[src/rtl/exc_pkg.sv]
package exc_pkg;

  typedef enum logic [2:0] {
    ST_IDLE = 3'd0,
    ST_PUSH_PC = 3'd1,
    ST_PUSH_PSW = 3'd2,
    ST_SYS_FLAG = 3'd3,
    ST_UPDATE = 3'd4
  } seq_st_t;

  typedef enum logic [1:0] {
    SZ_BYTE = 2'd0,
    SZ_HALF = 2'd1,
    SZ_WORD = 2'd2
  } acc_size_t;

  localparam int NUM_SRC = 5;
  localparam int SRC_UNMAPPED = 0;
  localparam int SRC_UNALIGNED = 1;
  localparam int SRC_FP_OFF = 2;
  localparam int SRC_FP_UNIMP = 3;
  localparam int SRC_FP_ARITH = 4;

endpackage

[src/rtl/exc_cause_arb.sv]
module exc_cause_arb #(
  parameter int NSRC = 5,
  parameter int CODE_W = 12,
  parameter logic [NSRC*CODE_W-1:0] CODES = '0
) (
  input  logic [NSRC-1:0]   req,
  output logic              any,
  output logic [CODE_W-1:0] code
);
  // Index 0 has the highest priority: scan downward so the lowest set index wins.
  always_comb begin
    code = '0;
    for (int i = NSRC - 1; i >= 0; i--) begin
      if (req[i]) code = CODES[i*CODE_W +: CODE_W];
    end
  end

  assign any = |req;

endmodule

[src/rtl/exc_lane_fmt.sv]
module exc_lane_fmt
  import exc_pkg::*;
#(
  parameter int XLEN = 32
) (
  input  logic [XLEN-1:0]   addr,
  input  acc_size_t         size,
  input  logic [XLEN-1:0]   value,
  output logic [XLEN/8-1:0] be,
  output logic [XLEN-1:0]   wdata
);
  localparam int LANES = XLEN / 8;
  localparam int LANE_AW = $clog2(LANES);

  logic [LANE_AW-1:0] lane;
  assign lane = addr[LANE_AW-1:0];

  always_comb begin
    unique case (size)
      SZ_BYTE: begin
        be = {{(LANES-1){1'b0}}, 1'b1} << lane;
        wdata = {LANES{value[7:0]}};
      end
      SZ_HALF: begin
        be = {{(LANES-2){1'b0}}, 2'b11} << {lane[LANE_AW-1:1], 1'b0};
        wdata = {(LANES/2){value[15:0]}};
      end
      default: begin
        be = '1;
        wdata = value;
      end
    endcase
  end

endmodule

[src/rtl/exc_seq_fsm.sv]
module exc_seq_fsm
  import exc_pkg::*;
(
  input  logic    clk,
  input  logic    rst_n,
  input  logic    start,
  input  logic    flag_en,
  input  logic    mem_ready,
  output seq_st_t state,
  output logic    mem_valid,
  output logic    upd,
  output logic    done
);
  seq_st_t nxt;

  always_comb begin
    nxt = state;
    unique case (state)
      ST_IDLE:     if (start) nxt = ST_PUSH_PC;
      ST_PUSH_PC:  if (mem_ready) nxt = ST_PUSH_PSW;
      ST_PUSH_PSW: if (mem_ready) nxt = flag_en ? ST_SYS_FLAG : ST_UPDATE;
      ST_SYS_FLAG: if (mem_ready) nxt = ST_UPDATE;
      ST_UPDATE:   nxt = ST_IDLE;
      default:     nxt = ST_IDLE;
    endcase
  end

  always_ff @(posedge clk or negedge rst_n) begin
    if (!rst_n) begin
      state <= ST_IDLE;
      done <= 1'b0;
    end else begin
      state <= nxt;
      done <= (state == ST_UPDATE);
    end
  end

  assign mem_valid = (state == ST_PUSH_PC) || (state == ST_PUSH_PSW) ||
                     (state == ST_SYS_FLAG);
  assign upd = (state == ST_UPDATE);

endmodule

[src/rtl/exc_entry_seq.sv]
module exc_entry_seq
  import exc_pkg::*;
#(
  parameter int XLEN = 32,
  parameter int PSW_W = 16,
  parameter int IE_BIT = 11,
  parameter int CODE_W = 12,
  parameter int FRAME_BYTES = 8,
  parameter logic [31:0] VECTOR = 32'h4000_0008,
  parameter logic [31:0] FLAG_ADDR = 32'h3400_0103,
  parameter logic [7:0] FLAG_BYTE = 8'h04,
  parameter logic [11:0] C_FP_OFF = 12'h1c0,
  parameter logic [11:0] C_FP_UNIMP = 12'h1c8,
  parameter logic [11:0] C_FP_ARITH = 12'h1d0,
  parameter logic [11:0] C_UNMAPPED = 12'h1e0,
  parameter logic [11:0] C_UNALIGNED = 12'h1e8
) (
  input  logic              clk,
  input  logic              rst_n,
  input  logic              req_unmapped,
  input  logic              req_unaligned,
  input  logic              req_fp_off,
  input  logic              req_fp_unimp,
  input  logic              req_fp_arith,
  input  logic              board_en,
  input  logic              arch_wr_en,
  input  logic [XLEN-1:0]   arch_pc_in,
  input  logic [XLEN-1:0]   arch_sp_in,
  input  logic [PSW_W-1:0]  arch_psw_in,
  output logic              mem_valid,
  input  logic              mem_ready,
  output logic [XLEN-1:0]   mem_addr,
  output logic [1:0]        mem_size,
  output logic [XLEN/8-1:0] mem_be,
  output logic [XLEN-1:0]   mem_wdata,
  output logic [XLEN-1:0]   pc_o,
  output logic [XLEN-1:0]   sp_o,
  output logic [PSW_W-1:0]  psw_o,
  output logic [CODE_W-1:0] cause,
  output logic              busy,
  output logic              done,
  output logic              err_reentry
);
  localparam int SLOT_BYTES = FRAME_BYTES / 2;
  localparam logic [XLEN-1:0] SLOT_OFS = XLEN'(SLOT_BYTES);
  localparam logic [XLEN-1:0] FRAME_OFS = XLEN'(FRAME_BYTES);
  localparam logic [NUM_SRC*CODE_W-1:0] CODE_TABLE = {
    CODE_W'(C_FP_ARITH), CODE_W'(C_FP_UNIMP), CODE_W'(C_FP_OFF),
    CODE_W'(C_UNALIGNED), CODE_W'(C_UNMAPPED)
  };

  logic [NUM_SRC-1:0] req_vec;
  logic any_req, accept, flag_q, upd;
  logic [CODE_W-1:0] win_code;
  seq_st_t state;
  acc_size_t cmd_size;
  logic [XLEN-1:0] cmd_addr, cmd_val;
  logic [XLEN-1:0] pc_q, sp_q;
  logic [PSW_W-1:0] psw_q;

  assign req_vec[SRC_UNMAPPED] = req_unmapped;
  assign req_vec[SRC_UNALIGNED] = req_unaligned;
  assign req_vec[SRC_FP_OFF] = req_fp_off;
  assign req_vec[SRC_FP_UNIMP] = req_fp_unimp;
  assign req_vec[SRC_FP_ARITH] = req_fp_arith;

  exc_cause_arb #(.NSRC(NUM_SRC), .CODE_W(CODE_W), .CODES(CODE_TABLE)) arb_i (
    .req(req_vec), .any(any_req), .code(win_code)
  );

  assign busy = (state != ST_IDLE);
  assign accept = any_req && !busy;

  exc_seq_fsm fsm_i (
    .clk(clk), .rst_n(rst_n), .start(accept), .flag_en(flag_q),
    .mem_ready(mem_ready), .state(state), .mem_valid(mem_valid),
    .upd(upd), .done(done)
  );

  // Control capture and the rejection pulse.
  always_ff @(posedge clk or negedge rst_n) begin
    if (!rst_n) begin
      cause <= '0;
      flag_q <= 1'b0;
      err_reentry <= 1'b0;
    end else begin
      err_reentry <= any_req && busy;
      if (accept) begin
        cause <= win_code;
        flag_q <= board_en;
      end
    end
  end

  // Architectural state: sequence update has priority, loads only when idle.
  always_ff @(posedge clk or negedge rst_n) begin
    if (!rst_n) begin
      pc_q <= '0;
      sp_q <= '0;
      psw_q <= '0;
    end else if (upd) begin
      pc_q <= XLEN'(VECTOR);
      sp_q <= sp_q - FRAME_OFS;
      psw_q[IE_BIT] <= 1'b0;
    end else if (arch_wr_en && !busy && !accept) begin
      pc_q <= arch_pc_in;
      sp_q <= arch_sp_in;
      psw_q <= arch_psw_in;
    end
  end

  // Write command for the current step of the sequence.
  always_comb begin
    cmd_addr = sp_q - SLOT_OFS;
    cmd_size = SZ_WORD;
    cmd_val = pc_q;
    unique case (state)
      ST_PUSH_PSW: begin
        cmd_addr = sp_q - FRAME_OFS;
        cmd_size = SZ_HALF;
        cmd_val = XLEN'(psw_q);
      end
      ST_SYS_FLAG: begin
        cmd_addr = XLEN'(FLAG_ADDR);
        cmd_size = SZ_BYTE;
        cmd_val = XLEN'(FLAG_BYTE);
      end
      default: ;
    endcase
  end

  exc_lane_fmt #(.XLEN(XLEN)) fmt_i (
    .addr(cmd_addr), .size(cmd_size), .value(cmd_val),
    .be(mem_be), .wdata(mem_wdata)
  );

  assign mem_addr = cmd_addr;
  assign mem_size = cmd_size;
  assign pc_o = pc_q;
  assign sp_o = sp_q;
  assign psw_o = psw_q;

endmodule

[config.mk]
export PLATFORM = sky130hd
export DESIGN_NAME = exc_entry_seq
export DESIGN_NICKNAME = d
export VERILOG_FILES = /design/src/rtl/exc_pkg.sv /design/src/rtl/exc_cause_arb.sv /design/src/rtl/exc_lane_fmt.sv /design/src/rtl/exc_seq_fsm.sv /design/src/rtl/exc_entry_seq.sv
export SDC_FILE = /design/constraint.sdc
export NUM_CORES = 1
export LEC_CHECK = 0
export BUFFER_PORTS_ARGS = -buffer_cell sky130_fd_sc_hd__buf_2
export CORE_MARGIN = 4
export CORE_UTILIZATION = 40
export CTS_CLUSTER_SIZE = 30
export DETAILED_ROUTE_END_ITERATION = 7
export GPL_TIMING_DRIVEN = 1
export PLACE_DENSITY = 0.72
export SLEW_MARGIN = 20
export SYNTH_ARGS = -nofsm -noshare
export SYNTH_HDL_FRONTEND = slang
export SYNTH_SLANG_ARGS = --single-unit
[constraint.sdc]
create_clock -name clk -period 7.05 [get_ports clk]
set_input_delay 1.0575 -clock clk [delete_from_list [all_inputs] [get_ports clk]]
set_output_delay 1.0575 -clock clk [all_outputs]
set_load 0.05 [all_outputs]
Word-level counts from Yosys, hierarchy flattened
Index checks and enable logic that the tools add are counted.

cells by class
  add/subtract/negate cells = 2
  $mul = 0
  divide/modulo/power cells = 0
  $lt $le $gt $ge = 0
  equal/unequal tests = 9
  shifts and indexed selects = 2
  mux-type cells = 22
  bitwise logic cells = 1
  reductions and logical operators = 15

operators with widths
  kind                                                  count
  one-hot mux 32 bit (2 select lines)                   3
  two-way mux 32 bit                                    4
  two-way mux 9 bit                                     5
  subtractor 32 x 3 -> 32 bit (second input constant)   1
  subtractor 32 x 4 -> 32 bit (second input constant)   1
  two-way mux 3 bit                                     5
  two-way mux 12 bit                                    1
  one-hot mux 3 bit (4 select lines)                    1
  != test 2 bit (second input constant)                 4
  one-hot mux 4 bit (2 select lines)                    1
  equality test 3 x 2 -> 1 bit (second input constant)  2
  OR reduction 5 bit                                    1
  logical AND 1 bit                                     4
  one-hot mux 2 bit (2 select lines)                    1
  AND reduction 4 bit                                   1
  << shifter 1 x 2 -> 4 bit (first input constant)      1
  << shifter 2 x 2 -> 4 bit (first input constant)      1
  equality test 3 x 1 -> 1 bit (second input constant)  1
  equality test 3 bit (second input constant)           1
  zero test 3 bit                                       1
  nonzero test 3 bit                                    1
  equality test 2 x 1 -> 1 bit (second input constant)  1
  zero test 1 bit                                       2
  zero test 2 bit                                       1
  other kinds (5)                                       6

storage, ports and cells
  register bits after elaboration = 98
  latch bits = 0
  RAM bits = 0
  ROM bits = 0
  output and inout bits = 166
  logic and storage cells = 60
  memories kept = 0

Depth between registers and ports, before layout
Gate-level depths: netlist of the first run.

  word-level depth = 7
  depth in mapped cells = 8
  depth with buffers taken out = 7

By module
Synthesis of the first run repeated with hierarchy kept, for this count alone.

unflattened totals
  cells, all modules = 811
  area total of the unflattened synthesis = 6540.0 µm²

by module, submodules not included
  module         times used  cells an instance  area an instance (µm²)  sequential area each (µm²)
  exc_entry_seq  1           717                5714.2                  2352.3
  exc_lane_fmt   1           60                 524.3                   0.0
  exc_seq_fsm    1           17                 185.2                   100.1
  exc_cause_arb  1           17                 116.4                   0.0

Worst setup path before layout of the first run
No wires, ideal clock.

  path kind = register to output
  from = register sp_q[3], in the netlist sp_o[3]
  to = output mem_addr[31]
  arrival time = 3.075 ns
  data required time = 5.992 ns
  path slack = 2.917 ns
  stages on the path, launching flop included = 9
  cell sequence = dfrtp_1 > inv_1 > ha_1 > or4b_4 > or3_1 > buf_6 > nor4_2 > xnor2_1 > nor2_1

on the way
  word-level cells in the longest chain between the ends = 2
  elaborated cells between the ends (all ways) = 3
  those cells by class = add/sub: 2; mux: 1

RTL lines
  what                                                                               line                                        RTL
  from (decl)                                                                        exc_entry_seq.sv:58                         logic [XLEN-1:0] pc_q, sp_q;
  from (signal assigned)                                                             exc_entry_seq.sv:103                        sp_q <= sp_q - FRAME_OFS;
  from (signal assigned)                                                             exc_entry_seq.sv:107                        sp_q <= arch_sp_in;
  subtractor 32 x 3 -> 32 bit / subtractor 32 x 4 -> 32 bit (equally long branches)  exc_entry_seq.sv:114, exc_entry_seq.sv:119
  one-hot mux 32 bit (2 select lines) *                                              exc_entry_seq.sv:117                        unique case (state)
  to (decl)                                                                          exc_entry_seq.sv:32                         output logic [XLEN-1:0] mem_addr,

Every way passes the cells marked *; elsewhere a longest branch is shown, timed or not.

Worst setup path after layout of the first run
  from = register sp_q[7], in the netlist sp_o[7]
  to = output mem_addr[12]

Same word-level chain as after synthesis.

==> results of run 1 <==
==> logic make-up after synthesis <==
logic type      count (synthesis)
simple gates                  333
compound gates                138
flops                          90
buf+inv                        77
xor+xnor                       22
fa+ha+maj                       3
mux                             2
other cells                     1
==> power by group <==
group / leakage, nW / switching [mW] / total (mW) / internal [mW]
clock: 0.133 / 0.222 / 0.464 / 0.242
combinational: 2.33 / 1.86 / 2.42 / 0.560
sequential: 1.16 / 0.254 / 0.930 / 0.676
==> metal layers <==
layer  global-route usage [%]  vias up  share of wire, %
li1                         -     2771                 -
met1                     32.1     2728                41
met2                     39.7      311                47
met3                     7.22       29               9.8
met4                     8.06        2               2.0
met5                        0        -              0.10
==> layout make-up <==
cell class / instances / area, sq um
Timing Repair Buffer: 256 / 1300
Multi-Input combinational cell: 504 / 2840
Sequential cell: 90 / 2250
Inverter: 17 / 63.8
Clock buffer: 9 / 225
Clock inverter: 7 / 51.3
Fill cell: 1325 / 6290
Tap cell: 176 / 220
==> worst max-delay path, cell delays in order, from the launching register on <==
cell	delay, ns
dfrtp_1	0.46
nor4_2	0.90
and2_0	0.68
nor2_1	0.08
o21a_1	0.19
a311oi_1	0.37
buf_2	0.34
==> worst min path at each step <==
| stage | slack (ns) | cells after the start | from | to |
|---|---|---|---|---|
| global route | 0.50 | 2 | cause[3] | cause[3] |
| CTS | 0.48 | 2 | cause[3] | cause[3] |
| detailed placement | 0.47 | 2 | cause[3] | cause[3] |
| global placement | 0.45 | 2 | cause[5] | cause[5] |
| floorplan | 0.48 | 1 | fsm_i.state[2] | fsm_i.state[0] |
| finish | 0.48 | 2 | cause[3] | cause[3] |
==> state kept, by name (all words and copies together), names as in the netlist <==
name / cells
cause: 4
err_reentry: 1
flag_q: 1
fsm_i.done: 1
fsm_i.state: 3
pc_o: 32
psw_o: 16
sp_o: 32
==> cells in the final DEF (no fill, tap or decap), drive strengths merged, types with 7 or more instances in the layout <==
cell    instances
xnor2          16
a21oi          20
dfrtp          90
clkbuf          9
o21ai          37
buf           256
nor4           19
o211ai          7
or3            11
nor2           53
nand2         149
nand3          54
inv            20
nor3           15
a22o           28
a221o           9
==> flow_metrics.py, run 1 <==
metrics = {
    "timing": {
        "finalMaxSlewViolations": 0,
        "fin_skew_ns": 0.00865,
        "fmax_mhz": 226,
        "fin_crit_ns": 4.43,
        "slew_headroom_pct": 28.1,
        "holdWs_ns": 0.481,
        "finalCritPeriodShare_pct": 62.8,
        "finalWorstSetupSlack_ns": 2.62,
        "grt_setup_unrepaired": "no",
        "tightest_slew_ns": 1.08,
        "setup_violations": 0,
        "hold_viol_final": 0,
        "tns_ns": 0,
    },
    "synth": {
        "syn_area_sq_mm": 0.00541,
        "synth_edf_count": 0,
        "netlist_top_cells_area": "dfrtp_1, nand2_1, nand3_1, a22o_1, nor2_1",
        "synth_compound_area_share_pct": 18.1,
        "synthXorXnorAreaFrac_pct": 3.56,
        "synth_top_family_by_area": "simple AND/OR/NAND/NOR gates",
        "synth_seq_area_share_pct": 41.7,
        "yosysWarningCount": 0,
        "syn_inst": 666,
        "synth_most_common_cell": "nand2_1",
        "synth_top_area_cell": "dfrtp_1",
        "async_flop_share_pct": 100,
        "synth_common_cells": "nand2_1, dfrtp_1, nand3_1, nor2_1",
        "synth-seq-cells": 90,
        "synth.mux.area_fraction_pct": 0.417,
        "synth.distinct_cells": 55,
        "avgSynthCellArea_sq_um": 8.12,
        "synth_top_area_share_pct": 41.7,
        "yosys.area_share.simple_pct": 29.1,
        "synthAdderAreaFrac_pct": 0.694,
        "ys.flop_type": "dfrtp_1",
    },
    "cells_and_area": {
        "finalCoreUtilization_pct": 52.5,
        "finalNetCount": 971,
        "drive_gt1_share_pct": 33.0,
        "n_antenna_cell": 0,
        "area_growth_pct": 28.7,
        "fin_cells": 1059,
        "stdcell_area_sq_mm": 0.00695,
    },
    "floorplanning": {
        "row_count": 42,
        "core_sq_mm": 0.0132,
        "die_area_sq_mm": 0.0154,
        "start_util_pct": 40.8,
        "die_w_microns": 124,
        "io_pins": 256,
        "die_y_microns": 124,
    },
    "clock_tree": {
        "post_cts_buffers": 0,
        "cts_tree": "built",
        "cts-buffers-inserted": 9,
        "cts_resized": 0,
        "clkSinkCount": 90,
        "cts-root-buf": "clkbuf_16",
        "path_clk_slew_ns": 0.07,
        "h-tree-depth": 3,
        "max-clock-path-buffers": 2,
        "clock_latency_ns": 0.35,
        "cts.hold.buffers_added": 0,
    },
    "setup_path": {
        "r2r_slack_ns": 3.70,
        "cp-start-kind": "register",
        "r2r-end": "sp_o[7]",
        "worstPathRequired_ns": 5.99,
        "arrival_ns": 3.37,
        "crit_path_start": "sp_o[7]",
        "crit_path_end_kind": "output pin",
        "r2r-start": "fsm_i.state[0]",
        "reg2reg_depth": 7,
        "path_max_fanout": 14,
        "criticalPathCategory": "register to output pin",
        "worstSetupEndpoint": "mem_addr[12]",
    },
    "detailed_routing": {
        "firstDrtPassIters": 8,
        "drt-total-wl_mm": 19.7,
        "route.detailed.drc": 0,
        "avgRoutedWirePerCell_microns": 18.6,
        "antenna_left": 0,
        "vias_per_cell": 5.52,
        "vias": 5841,
        "drtIter0Drc": 520,
    },
    "placement": {
        "dp_slack_ns": 3.05,
        "portBuffers": 249,
        "dp_hpwl_mm": 14.0,
        "gp_congestion": 0.896,
        "placedInstanceArea_sq_mm": 0.00668,
        "dp_cells": 1043,
    },
    "power": {
        "peakVddDrop_mv": 0.361,
        "powerDensity_mw_per_mm2": 549,
        "power_mw": 3.82,
        "p_leak_nw": 3.62,
    },
    "min_path": {
        "min_path_type": "register to register",
    },
    "global_route": {
        "track_usage_pct": 24.7,
        "grt_max_degree": 62,
        "antenna_found_initial": 1,
        "grt_overflow": 0,
        "grt_pass1_wl_mm": 31.2,
        "grt_pass1_vias": 5670,
    },
    "status": {
        "status": "completed",
    },
    "flow_run": {
        "max-cap-violations": 0,
    },
}
(Power assumes the default switching activity.)
==> run 2: changes to the inputs <==
Clock period 7.05 ns to 4.1 ns, I/O delays scaled along.
==> run 2 against run 1 <==
Clock skew shrank 0.0035 ns. Flip-flop and latch count did not move. Register-to-register slack worse by 2.4 ns. Hold slack worse by 0.079 ns. Sequential share of layout area shrank 0.44 points. Non-clock buffer count grew 9. Global-route usage up 0.12 points. Cell count rose by 0.85%. Final area is 1.4% higher. Setup slack lost 2.3 ns. Critical path type unchanged. Largest cell class unchanged.
==> flow_metrics.py, run 2 (synthesis results as in run 1) <==
metrics = {
    "status": {
        "status": "completed",
    },
    "clock_tree": {
        "cts_tree": "built",
        "cts.hold.buffers_added": 0,
        "max-clock-path-buffers": 2,
        "clock_latency_ns": 0.35,
        "path_clk_slew_ns": 0.07,
        "cts-buffers-inserted": 9,
        "cts_resized": 0,
        "h-tree-depth": 3,
        "clkSinkCount": 90,
        "post_cts_buffers": 0,
        "cts-root-buf": "clkbuf_16",
    },
    "timing": {
        "setup_violations": 0,
        "grt_setup_unrepaired": "no",
        "tns_ns": 0,
        "hold_viol_final": 0,
        "finalWorstSetupSlack_ns": 0.283,
        "finalCritPeriodShare_pct": 93.1,
        "fin_crit_ns": 3.82,
        "slew_headroom_pct": 33.5,
        "fin_skew_ns": 0.00518,
        "fmax_mhz": 262,
        "tightest_slew_ns": 0.997,
        "finalMaxSlewViolations": 0,
    },
    "floorplanning": {
        "start_util_pct": 40.8,
        "die_area_sq_mm": 0.0154,
        "core_sq_mm": 0.0132,
        "die_w_microns": 124,
        "row_count": 42,
        "die_y_microns": 124,
        "io_pins": 256,
    },
    "detailed_routing": {
        "vias": 5905,
        "drt-total-wl_mm": 19.8,
        "vias_per_cell": 5.53,
        "route.detailed.drc": 0,
        "avgRoutedWirePerCell_microns": 18.5,
        "drtIter0Drc": 501,
        "firstDrtPassIters": 8,
        "antenna_left": 0,
    },
    "cells_and_area": {
        "finalCoreUtilization_pct": 53.2,
        "final_cell_mix": "buf_2, nand2_1, dfrtp_1",
        "n_antenna_cell": 0,
        "area_growth_pct": 30.4,
        "finalNetCount": 980,
        "final_common_cell": "buf_2",
        "drive_gt1_share_pct": 33.4,
    },
    "power": {
        "switchingPower_mw": 4.02,
        "powerDensity_mw_per_mm2": 941,
        "clkPwrFrac_pct": 12.0,
        "p_comb_share_pct": 63.9,
        "peakVddDrop_mv": 0.727,
        "p_leak_nw": 3.67,
        "internal_power_mw": 2.61,
        "power_frac_seq_pct": 24.1,
        "sw_frac_of_total_pct": 60.7,
    },
    "placement": {
        "gp_congestion": 0.919,
        "dp_slack_ns": 0.667,
        "dp_hpwl_mm": 14.2,
        "portBuffers": 249,
    },
    "setup_path": {
        "worstPathRequired_ns": 3.48,
        "arrival_ns": 3.20,
        "path_max_fanout": 9,
        "criticalPathCategory": "register to output pin",
        "max_stage_delay_ns": 0.57,
        "slowest_stage": "or3_1",
        "crit_path_end_kind": "output pin",
        "crit_path_cell_trace": "inv_1 -> ha_1 -> or4b_4 -> or3_1 -> nor4_1 -> xnor2_1 -> nand2b_1 -> buf_2",
        "cp-start-kind": "register",
    },
    "global_route": {
        "grtUsageMet2_pct": 40.8,
        "grt_pass1_vias": 5702,
        "busiest_layer": "met2",
        "grt_pass1_wl_mm": 31.2,
        "antenna_found_initial": 1,
        "track_usage_pct": 24.8,
        "use_met1_pct": 31.6,
        "grt_max_degree": 76,
        "grt_overflow": 0,
        "grt_use_met3_pct": 6.79,
    },
    "min_path": {
        "min_path_type": "input port to asynchronous set/reset pin",
    },
    "flow_run": {
        "max-cap-violations": 0,
    },
}
run 2: cell count changes in the layout (fill, tap and decap cells not counted), sizes merged:
cell | before | now
buf | 256 | 265
inv | 20 | 17
clkbuf | 9 | 12
clkinvlp | 2 | 3
clkinv | 2 | 1
run 2: power by group through the flow:
stage                     clock, mW  sequential [mW]  combinational (mW)
after CTS                     0.810             1.59                4.25
after detailed placement          0             1.60                4.24
after global routing          0.841             1.65                4.47
after global placement            0             1.60                4.22
final                         0.796             1.60                4.24
after floorplan                   0             2.34                2.43
run 2: worst paths after layout:
path	slack, ns	to	start	cells after the start
worst max-delay path	0.28	mem_addr[29]	sp_o[3]	8
worst min-delay path	0.40	sp_o[17]	rst_n	1
worst min register to register	0.47	cause[5]	cause[5]	2
worst max register to register	1.27	sp_o[29]	sp_o[3]	7
max in group asynchronous	2.90	pc_o[9]	rst_n	2
min in group clk	0.45	psw_o[1]	arch_psw_in[1]	3
run 2: metrics by stage:
stage	area, sq um	hold WS [ns]	cells	total power, mW
after CTS	7050	0.442	1068	6.65
after global routing	7050	0.458	1068	6.97
final	7050	0.402	1068	6.63
after floorplan	5420	0.319	671	4.77
after detailed placement	6780	0.459	1052	5.84
after global placement	6780	0.453	1052	5.82
run 2: critical path, delay by kind of cell, from the launching register on:
family	cells	cell delay, ns
xor+xnor	1	0.17
flops	1	0.42
fa+ha+maj	1	0.30
buf+inv	2	0.44
simple gates	4	1.52
run 2: cell type report:
| cell class | count | area (sq um) |
|---|---|---|
| fillers | 1293 | 6190 |
| multi-input cells | 504 | 2840 |
| inverters | 17 | 63.8 |
| well taps | 176 | 220 |
| repair buffers | 265 | 1400 |
| flip-flops and latches | 90 | 2250 |
| clock inverters | 4 | 27.5 |
| clock buffers | 12 | 246 |
run 2: routing by layer:
metal,part of all wire [%],vias to the layer above
met5,0.096,-
met4,2.6,2
met3,9.8,43
met2,47,312
met1,40,2760
li1,-,2788
==> run 3: changes to the inputs <==
Settings changed: CORE_ASPECT_RATIO from default to 0.6, HOLD_SLACK_MARGIN from default to 0.15, PLACE_DENSITY 0.72 to 0.69.
==> run 3 against run 2 <==
Non-clock buffer count shrank 1. Fmax shrank 0.76%. Die area grew 0.40%. Combinational power shrank 0.9%. Core utilization grew 0.89 points. First-iteration DRC count grew 15%. Clock skew grew 0.0013 ns. Clock power grew 8.9%. Critical endpoint unchanged.
==> flow_metrics.py, run 3 (synthesis results as in run 1) <==
metrics = {
    "cells_and_area": {
        "n_antenna_cell": 0,
        "fin_cells": 1061,
        "fillers": 1274,
        "area_growth_pct": 30.3,
        "final_common_cell": "buf_2",
        "finalNetCount": 979,
        "final_cell_mix": "buf_2, nand2_1, dfrtp_1",
        "drive_gt1_share_pct": 33.6,
    },
    "setup_path": {
        "crit_path_start": "sp_o[3]",
        "critPathBufInv": 2,
        "path_max_fanout": 9,
        "path_depth": 8,
        "cp_top_family": "simple AND/OR/NAND/NOR gates",
        "arrival_ns": 3.23,
        "worstPathRequired_ns": 3.48,
        "crit_path_cell_trace": "inv_1 -> ha_1 -> or4b_4 -> or3_1 -> nor4_1 -> xnor2_1 -> nand2b_1 -> buf_2",
        "cp-start-kind": "register",
        "criticalPathCategory": "register to output pin",
        "worstSetupEndpoint": "mem_addr[29]",
        "slowest_stage": "or3_1",
        "reg2reg_depth": 7,
        "r2r-start": "sp_o[3]",
        "r2r-end": "sp_o[29]",
        "crit_path_end_kind": "output pin",
        "max_stage_delay_ns": 0.60,
        "r2r_slack_ns": 1.17,
    },
    "detailed_routing": {
        "drtIter0Drc": 577,
        "antenna_left": 0,
        "route.detailed.drc": 0,
        "drt-total-wl_mm": 19.7,
        "firstDrtPassIters": 5,
        "avgRoutedWirePerCell_microns": 18.5,
        "vias_per_cell": 5.50,
        "vias": 5833,
    },
    "timing": {
        "finalCritPeriodShare_pct": 93.8,
        "holdWs_ns": 0.296,
        "hold_viol_final": 0,
        "fin_skew_ns": 0.00650,
        "finalMaxSlewViolations": 0,
        "slew_headroom_pct": 36.9,
        "fmax_mhz": 260,
        "grt_setup_unrepaired": "no",
        "tightest_slew_ns": 0.943,
        "tns_ns": 0,
        "finalWorstSetupSlack_ns": 0.253,
        "setup_violations": 0,
        "fin_crit_ns": 3.85,
    },
    "clock_tree": {
        "path_clk_slew_ns": 0.07,
        "cts-buffers-inserted": 9,
        "h-tree-depth": 3,
        "max-clock-path-buffers": 2,
        "clkSinkCount": 90,
        "post_cts_buffers": 0,
        "cts.hold.buffers_added": 0,
        "cts-root-buf": "clkbuf_16",
        "clock_latency_ns": 0.34,
        "cts_resized": 0,
        "cts_tree": "built",
    },
    "floorplanning": {
        "row_count": 32,
        "core_sq_mm": 0.0130,
        "io_pins": 256,
        "die_w_microns": 158,
        "start_util_pct": 41.5,
        "die_area_sq_mm": 0.0155,
        "die_y_microns": 98.0,
    },
    "placement": {
        "dp_hpwl_mm": 14.5,
        "portBuffers": 249,
        "gp_congestion": 0.943,
        "dp_cells": 1045,
        "dp_slack_ns": 0.633,
    },
    "power": {
        "power_mw": 6.67,
        "p_leak_nw": 3.69,
        "powerDensity_mw_per_mm2": 947,
        "peakVddDrop_mv": 0.580,
    },
    "global_route": {
        "grt_overflow": 0,
        "antenna_found_initial": 0,
        "track_usage_pct": 24.1,
        "grt_pass1_vias": 5121,
        "grt_max_degree": 78,
        "grt_pass1_wl_mm": 29.7,
    },
    "min_path": {
        "min_path_type": "input port to asynchronous set/reset pin",
    },
    "flow_run": {
        "max-cap-violations": 0,
    },
    "status": {
        "status": "completed",
    },
}
## run 3: cell count changes in the layout (fill, tap and decap cells not counted), sizes merged
cell and delta:
buf -1, bufinv +1, clkbuf -2, clkinv +1, clkinvlp -3, inv +3
## run 3: layout make-up
cell class / instances / area (sq um) / share of cell area [%]
Clock inverter: 6 / 70.1 / 0.995
Sequential cell: 90 / 2250 / 32.0
Timing Repair Buffer: 264 / 1370 / 19.4
Clock buffer: 10 / 239 / 3.39
Multi-Input combinational cell: 504 / 2840 / 40.3
Inverter: 17 / 63.8 / 0.906
Tap cell: 170 / 213 / 3.02
## run 3: power by group
part           switching [mW]  internal (mW)  total [mW]
registers               0.448           1.16        1.61
clock network           0.370          0.496       0.867
logic                    3.22          0.979        4.20
## run 3: layer usage
metal	global-route usage, %	routed length (microns)	vias to the layer above
met4	3.60	112	0
li1	-	-	2795
met5	0	0	-
met1	38.1	9330	2744
met3	7.97	2350	9
met2	32.3	7870	285
## run 3: per-stage QoR
stage                     instance area [sq um]  utilization (%)
final                                      7040             54.1
after global routing                       7040             54.1
after CTS                                  7040             54.1
after detailed placement                   6730             51.7
after global placement                     6730             51.7
after floorplan                            5420                -
## run 3: worst min path at each step
stage | start | end | depth (start not counted)
6_report | rst_n | sp_o[31] | 1
3_5_place_dp | cause[5] | cause[5] | 2
4_1_cts | arch_pc_in[20] | pc_o[20] | 3
3_3_place_gp | cause[5] | cause[5] | 2
5_1_grt | rst_n | sp_o[31] | 1
2_1_floorplan | rst_n | cause[3] | 0
## run 3: worst register-to-register path, delay by kind of cell, from the launching register on
family	cells	cell delay (ns)
compound gates	1	0.26
fa+ha+maj	1	0.30
simple gates	4	1.58
buf+inv	1	0.25
flops	1	0.43
